==> src/rtl/imon_pkg.sv <==
package imon_pkg;

    localparam int MV_W_DEF      = 12;
    localparam int CODE_W_DEF    = 8;
    localparam int FULL_MV_DEF   = 900;
    localparam int TRIP_MV_DEF   = 1120;
    localparam int PERIOD_DEF    = 16500;
    localparam int ADDR_W_DEF    = 8;
    localparam int READ_ADDR_DEF = 'h15;

    typedef struct packed {
        logic [7:0] code;
        logic       full;
        logic       over;
    } imon_sample_t;

    function automatic logic [7:0] scale_mv(input int mv, input int full_mv, input int code_max);
        int prod;
        if (mv >= full_mv) begin
            return 8'(code_max);
        end
        prod = mv * code_max;
        return 8'(prod / full_mv);
    endfunction

endpackage

==> src/rtl/imon_timer.sv <==
module imon_timer #(
    parameter int PERIOD = 16500
) (
    input  logic clk,
    input  logic rst,
    output logic strobe
);
    localparam int CNT_W = (PERIOD > 1) ? $clog2(PERIOD) : 1;
    localparam logic [CNT_W-1:0] LAST = CNT_W'(PERIOD - 1);

    generate
        if (PERIOD <= 1) begin : g_every
            assign strobe = 1'b1;
        end else begin : g_count
            logic [CNT_W-1:0] cnt;

            always_ff @(posedge clk) begin
                if (rst) begin
                    cnt <= '0;
                end else if (cnt == LAST) begin
                    cnt <= '0;
                end else begin
                    cnt <= cnt + 1'b1;
                end
            end

            assign strobe = (cnt == LAST);


            single_strobe_chk: assert property (@(posedge clk) disable iff (rst)
                strobe |=> !strobe);
        end
    endgenerate

endmodule

==> src/rtl/imon_quant.sv <==
module imon_quant
    import imon_pkg::*;
#(
    parameter int MV_W    = MV_W_DEF,
    parameter int CODE_W  = CODE_W_DEF,
    parameter int FULL_MV = FULL_MV_DEF,
    parameter int TRIP_MV = TRIP_MV_DEF
) (
    input  logic            clk,
    input  logic            rst,
    input  logic            strobe,
    input  logic [MV_W-1:0] mon_mv,
    output imon_sample_t    cur,
    output logic [7:0]      reading
);
    localparam int CODE_MAX = (1 << CODE_W) - 1;

    int mv_int;

    always_comb begin
        mv_int   = int'(mon_mv);
        cur.code = scale_mv(mv_int, FULL_MV, CODE_MAX);
        cur.full = (mv_int >= FULL_MV);
        cur.over = (mv_int > TRIP_MV);
    end

    always_ff @(posedge clk) begin
        if (rst) begin
            reading <= '0;
        end else if (strobe) begin
            reading <= cur.code;
        end
    end


    hold_between_chk: assert property (@(posedge clk) disable iff (rst)
        !$past(strobe) |-> $stable(reading));


    sat_code_chk: assert property (@(posedge clk) disable iff (rst)
        cur.full |-> cur.code == 8'(CODE_MAX));

endmodule

==> src/rtl/imon_fault.sv <==
module imon_fault
    import imon_pkg::*;
(
    input  logic         clk,
    input  logic         rst,
    input  logic         strobe,
    input  imon_sample_t cur,
    output logic         alert_n,
    output logic         oc_trip
);

    always_ff @(posedge clk) begin
        if (rst) begin
            alert_n <= 1'b1;
            oc_trip <= 1'b0;
        end else begin
            oc_trip <= strobe && cur.over;
            if (strobe) begin
                alert_n <= !cur.full;
            end
        end
    end


    trip_after_capture_chk: assert property (@(posedge clk) disable iff (rst)
        oc_trip |-> $past(strobe));


    alert_hold_chk: assert property (@(posedge clk) disable iff (rst)
        !$past(strobe) |-> $stable(alert_n));

endmodule

==> src/rtl/imon_regport.sv <==
module imon_regport #(
    parameter int ADDR_W    = 8,
    parameter int READ_ADDR = 'h15
) (
    input  logic              clk,
    input  logic              rst,
    input  logic              rd_en,
    input  logic [ADDR_W-1:0] rd_addr,
    input  logic [7:0]        reading,
    output logic [7:0]        rd_data
);
    localparam logic [ADDR_W-1:0] HIT = ADDR_W'(READ_ADDR);

    always_ff @(posedge clk) begin
        if (rst) begin
            rd_data <= '0;
        end else if (rd_en) begin
            rd_data <= (rd_addr == HIT) ? reading : 8'h00;
        end
    end


    miss_zero_chk: assert property (@(posedge clk) disable iff (rst)
        ($past(rd_en) && $past(rd_addr) != HIT) |-> rd_data == 8'h00);


    idle_hold_chk: assert property (@(posedge clk) disable iff (rst)
        !$past(rd_en) |-> $stable(rd_data));

endmodule

==> src/rtl/imon_digitizer.sv <==
module imon_digitizer
    import imon_pkg::*;
#(
    parameter int SAMPLE_CYCLES = PERIOD_DEF,
    parameter int MV_W          = MV_W_DEF,
    parameter int FULL_MV       = FULL_MV_DEF,
    parameter int TRIP_MV       = TRIP_MV_DEF,
    parameter int ADDR_W        = ADDR_W_DEF,
    parameter int READ_ADDR     = READ_ADDR_DEF
) (
    input  logic              clk,
    input  logic              rst,
    input  logic [MV_W-1:0]   mon_mv,
    input  logic              rd_en,
    input  logic [ADDR_W-1:0] rd_addr,
    output logic [7:0]        rd_data,
    output logic [7:0]        reading,
    output logic              alert_n,
    output logic              oc_trip
);
    logic         strobe;
    imon_sample_t cur;

    imon_timer #(.PERIOD(SAMPLE_CYCLES)) u_timer (
        .clk    (clk),
        .rst    (rst),
        .strobe (strobe)
    );

    imon_quant #(
        .MV_W    (MV_W),
        .CODE_W  (8),
        .FULL_MV (FULL_MV),
        .TRIP_MV (TRIP_MV)
    ) u_quant (
        .clk     (clk),
        .rst     (rst),
        .strobe  (strobe),
        .mon_mv  (mon_mv),
        .cur     (cur),
        .reading (reading)
    );

    imon_fault u_fault (
        .clk     (clk),
        .rst     (rst),
        .strobe  (strobe),
        .cur     (cur),
        .alert_n (alert_n),
        .oc_trip (oc_trip)
    );

    imon_regport #(
        .ADDR_W    (ADDR_W),
        .READ_ADDR (READ_ADDR)
    ) u_regport (
        .clk     (clk),
        .rst     (rst),
        .rd_en   (rd_en),
        .rd_addr (rd_addr),
        .reading (reading),
        .rd_data (rd_data)
    );


    alert_at_full_chk: assert property (@(posedge clk) disable iff (rst)
        reading == 8'hFF |-> !alert_n);


    release_below_chk: assert property (@(posedge clk) disable iff (rst)
        reading != 8'hFF |-> alert_n);


    trip_saturated_chk: assert property (@(posedge clk) disable iff (rst)
        oc_trip |-> reading == 8'hFF);

endmodule

==> config.mk <==
export PLATFORM = sky130hd
export DESIGN_NAME = imon_digitizer
export DESIGN_NICKNAME = d
export VERILOG_FILES = /design/src/rtl/imon_pkg.sv /design/src/rtl/imon_timer.sv /design/src/rtl/imon_quant.sv /design/src/rtl/imon_fault.sv /design/src/rtl/imon_regport.sv /design/src/rtl/imon_digitizer.sv
export SDC_FILE = /design/constraint.sdc
export NUM_CORES = 1
export LEC_CHECK = 0
export BUFFER_PORTS_ARGS = -buffer_cell sky130_fd_sc_hd__buf_4
export CORE_MARGIN = 4
export CORE_UTILIZATION = 45
export CTS_BUF_LIST = sky130_fd_sc_hd__clkbuf_16
export DETAILED_ROUTE_END_ITERATION = 7
export SLEW_MARGIN = 10
export SYNTH_ARGS = -nofsm -noshare
export SYNTH_HDL_FRONTEND = slang
export SYNTH_SLANG_ARGS = --single-unit
export TNS_END_PERCENT = 50
==> constraint.sdc <==
create_clock -name clk -period 12.1 [get_ports clk]
set_input_delay 1.21 -clock clk [delete_from_list [all_inputs] [get_ports clk]]
set_output_delay 1.21 -clock clk [all_outputs]
set_load 0.1 [all_outputs]
== After elaboration in Yosys (flattened, before gate mapping) ==
Index checks and enable logic that the tools add are counted.
Word-level totals
  logic and storage cells: 19
  register bits after elaboration: 33
Operators by class
  muxes and demuxes: 4
  multiply operators: 1
  add/sub/neg operators: 1
  equal/unequal tests: 2
  divide/modulo/power cells: 1
  $lt $le $gt $ge: 2
  reduce and logical (&&, ||, !) cells: 3
Operators by type and width (number)
  divider 32 x 11 -> 32 bit (second input constant): 1
  two-way mux 8 bit: 3
  multiplier 12 x 8 -> 20 bit (second input constant): 1
  adder 15 x 1 -> 15 bit (second input constant): 1
  equality test 15 bit (second input constant): 1
  >= comparator 12 x 10 -> 1 bit (second input constant): 1
  > comparator 12 x 11 -> 1 bit (second input constant): 1
  equality test 8 x 5 -> 1 bit (second input constant): 1
  OR reduction 2 bit: 1
  logical AND 1 bit: 1
  zero test 1 bit: 1
  two-way mux 1 bit: 1

== Logic depth before layout (Yosys ltp) ==
  word-level depth: 3
  gate-level depth with buffers: 43
  depth with buffers taken out: 37

== Cells and area by module ==
Synthesis repeated with hierarchy kept, for this count alone.
Second synthesis, totals
  cell total of the unflattened synthesis: 926
  area, all modules: 7571.0 sq um
Modules (own cells, without submodules)
  imon_quant: cells each 805, area each 6383.6 sq um, times used 1
  imon_timer: cells each 76, area each 683.2 sq um, times used 1
  imon_regport: cells each 38, area each 439.2 sq um, times used 1
  imon_fault: cells each 7, area each 65.1 sq um, times used 1

== Worst setup path after synthesis ==
No wires, ideal clock.
  path kind: input-to-reg
  start point: in mon_mv[5]
  end point: reg u_quant.reading[0]
  path slack: 0.680 ns
  arrival time: 11.324 ns
  stages on the path: 39
  required time: 12.005 ns
  cells stage by stage: inv_1 fa_1 fa_1 inv_1 fa_1 inv_1 fa_1 inv_1 ha_1 a21oi_2 o21ai_4 a21o_1 a211o_1 o31ai_4 o211ai_2 nor4b_4 nor3_2 a2111oi_4 (+3 left out) buf_6 or4_4 and3_1 buf_6 or3_1 buf_6 a31oi_4 mux2i_1 a21o_1 nand2_1 o31ai_2 mux2_4 a2bb2oi_4 o2111a_1 nor3_1 nand2b_1 a31o_2 a221oi_1
Between the ends
  word-level cells in the longest chain between the ends: 3
  elaborated cells on any way between the ends: 5
  classes of those cells: mul (1); div (1); order compare (1); mux (2)
Ends and longest elaborated chain
  from (decl): RTL line imon_digitizer.sv:13  | input logic [MV_W-1:0] mon_mv,
  multiplier 12 x 8 -> 20 bit / >= comparator 12 x 10 -> 1 bit (equally long branches): RTL line imon_pkg.sv:22, imon_pkg.sv:19
  divider 32 x 11 -> 32 bit / two-way mux 1 bit (equally long branches): RTL line imon_pkg.sv:23, imon_pkg.sv:19
  two-way mux 8 bit (*): RTL line imon_pkg.sv:22  | prod = mv * code_max;
  to (signal assigned): RTL line imon_quant.sv:31  | reading <= cur.code;
  to (decl): RTL line imon_quant.sv:14  | output logic [7:0] reading
Every way passes the cells marked *; elsewhere a longest branch is shown, timed or not.
A chain may end at the register's enable or synchronous reset.

== Worst setup path after layout ==
  start point: in mon_mv[6]
  end point: reg u_quant.reading[0]
Same word-level chain as after synthesis.

==> qor.json <==
{
  "run_status": "complete, no violations",
  "finalHoldViolCount": 0,
  "dpl.cell_count": 1158,
  "drc_errors": 0,
  "worst_setup_hold_path_clk_slew_ps": 50,
  "layout_commonest_cell": "sky130_fd_sc_hd__buf_4",
  "synth_sequential_area_ratio_pct": 9.339,
  "cts_made_buffers": 5,
  "wire_length_of_the_first_global_routing_pass_microns": 33820,
  "stdcell_area_sq_um": 8464,
  "multi_input_logic_area_sq_um": 6275,
  "detailedRoute.firstPassIterationCount": 7,
  "syn-num-nets": 1002,
  "yosys_most_used_dff": "sky130_fd_sc_hd__dfxtp_1",
  "chipHeight_microns": 133.4,
  "grt_max_degree": 20,
  "hold_bufs_at_cts": 0,
  "finalClockSkew_ps": 6.085,
  "cp.required_ps": 12280,
  "critical_path.startpoint_type": "input pin",
  "critical_path_s_largest_stage_delay_ps": 560,
  "critPathArrivalTime_ps": 11840,
  "drtAntennaViolNets": 0,
  "layout_min_cycle_time_ps": 11660,
  "r2r_slack_ps": 9710,
  "timing.final.crit_share_pct": 96.34,
  "drt-vias-per-instance": 6.025,
  "die_width_microns": 133.4,
  "cp_common_cell": "sky130_fd_sc_hd__buf_4",
  "drt-wirelength-per-cell_microns": 17.15,
  "clk_latency_ps": 280,
  "cts-htree-levels": 2,
  "cell_area_after_placement_sq_um": 7934,
  "vias_in_the_first_global_route": 6832,
  "area.sequential_sq_um": 660.6,
  "first_iter_violations": 488,
  "flow.area_growth_from_synthesis_pct": 19.65,
  "hp-class": "reg2reg",
  "ys_ff_latch": 33,
  "gr-usage-all-layers_pct": 22.37,
  "ioPinCount": 41,
  "fin_worst_hold_slack_ps": 457.7,
  "total_of_max_cap_violations": 0,
  "stdcell_count": 1178,
  "asyncSetResetFlopFracSynth_pct": 0,
  "worst_r2r_startpoint": "u_timer.g_count.cnt[0]",
  "die_area_sq_um": 17790,
  "insertedDiodeCount": 0,
  "synth_enable_flop_cells": 0,
  "fin_nets": 1095,
  "synth_cells": 873,
  "layout_common_cells": "107 x sky130_fd_sc_hd__buf_4, 83 x sky130_fd_sc_hd__inv_1, 72 x sky130_fd_sc_hd__nor2_1, 61 x sky130_fd_sc_hd__nand2_1, 55 x sky130_fd_sc_hd__ha_1",
  "max_freq_mhz": 85.78,
  "final_layout_size_suffix_gt1_share_pct": 21.51,
  "detailed_place_hpwl_microns": 16400,
  "ys_types": 93,
  "tritoncts": "done",
  "relSlewSlack_pct": 48.24,
  "initial_core_util_pct": 46.19,
  "critPathCaptureType": "flip-flop",
  "place.port_buffers": 40,
  "ff2ff_path_depth": 7,
  "cts.sink_count": 33,
  "slowest_stage": "sky130_fd_sc_hd__fa_1",
  "post_synth_instance_area_sq_um": 7074,
  "cell_at_the_root_of_the_clock_tree": "sky130_fd_sc_hd__clkbuf_16",
  "routed-via-count": 7098,
  "worstHoldStart": "u_timer.g_count.cnt[0]",
  "maxSlewViolCount": 0,
  "num-fill-cells": 1489,
  "synthesis.area_per_instance_sq_um": 8.103,
  "maximum_number_of_buffers_from_clock_root_to_sink": 2,
  "grt.overflow.total": 0,
  "holdPathStages": 1,
  "routability_congestion_estimate_from_global_placement": 0.9039,
  "worst-setup-path-type": "in2reg",
  "worst_pin_slew_ps": 770.8,
  "num_rows": 45,
  "critical_path.max_fanout": 8,
  "setup_viol": 0,
  "fp.coreArea_sq_um": 15310,
  "ys.warnings.count": 0,
  "critPathLaunch": "mon_mv[6]",
  "initial_antenna_violation_count": 0,
  "detail_route.wirelength_microns": 20210
}
## cells in the mapped netlist (all sizes together) (22+ instances only)
cell,number,area share (%)
a211oi,25,2.9
a21oi,49,3.7
dfxtp,33,9.3
fa,49,14
ha,57,10
inv,84,4.5
nand2,62,3.3
nor2,76,4.0
nor3,24,1.8
o21ai,45,3.4
xnor2,25,3.1
xor2,22,2.8
## what timing repair did
action | in CTS | in global routing
buffers inserted | 3 | 9
gates resized for setup | 4 | 54
hold endpoints to repair | 0 | 0
pin swaps | 1 | 10
setup endpoints to repair | 1 | 2
## final timing paths
path                                 end
setup / recovery      u_quant.reading[0]
hold reg to reg   u_timer.g_count.cnt[0]
setup reg to reg      u_quant.reading[0]
hold / removal    u_timer.g_count.cnt[0]
## sequential cells by signal, summed over array words and instances (netlist names)
register	flops
u_fault.alert_n	1
u_fault.oc_trip	1
u_quant.reading	8
u_regport.rd_data	8
u_timer.g_count.cnt	15
## per-stage QoR
step	setup WS [ps]	utilization, %	setup TNS, ps
after global placement	-260.4	51.81	-309.6
final	442.4	55.27	0
after CTS	0.5151	53.04	0
after global routing	-48.45	55.27	-48.45
after detailed placement	-341.1	51.81	-478.9
after floorplan	680.4	-	0
## worst max-delay path: cells and delay by family
| family | cells | cell delay, ps |
|---|---|---|
| muxes | 2 | 550 |
| AOI/OAI and AO/OA | 15 | 3890 |
| adders and majority gates | 5 | 2500 |
| buffers and inverters | 10 | 1530 |
| and+or+nand+nor | 10 | 2130 |
## cell families after synthesis
group                      synth area share [%]
xor gates and xnor gates                  5.925
adders and majority gates                 24.23
and+or+nand+nor                           20.41
muxes                                     2.299
DFF                                       9.338
buffers and inverters                     6.119
AOI/OAI and AO/OA                         31.68
## per-layer routing
metal  up-vias  track usage (%)  part of all wire (%)
li1       3437                -                     -
met1      3445            29.55                    44
met2       190            40.41                    50
met3        26            1.208                   3.9
met4         0            4.857                   1.6
met5         -                0                     0
## layout make-up
class | instances | share of cell area, %
inverters | 84 | 3.814
clock buffers | 5 | 1.478
flip-flops and latches | 33 | 7.805
clock inverters | 3 | 0.1626
repair buffers | 107 | 9.490
well taps | 211 | 3.119
multi-input cells | 735 | 74.13
Power is left out: the tool's default activity adds up to more than one toggle a clock period on the data nets, which glitch-free logic cannot reach.
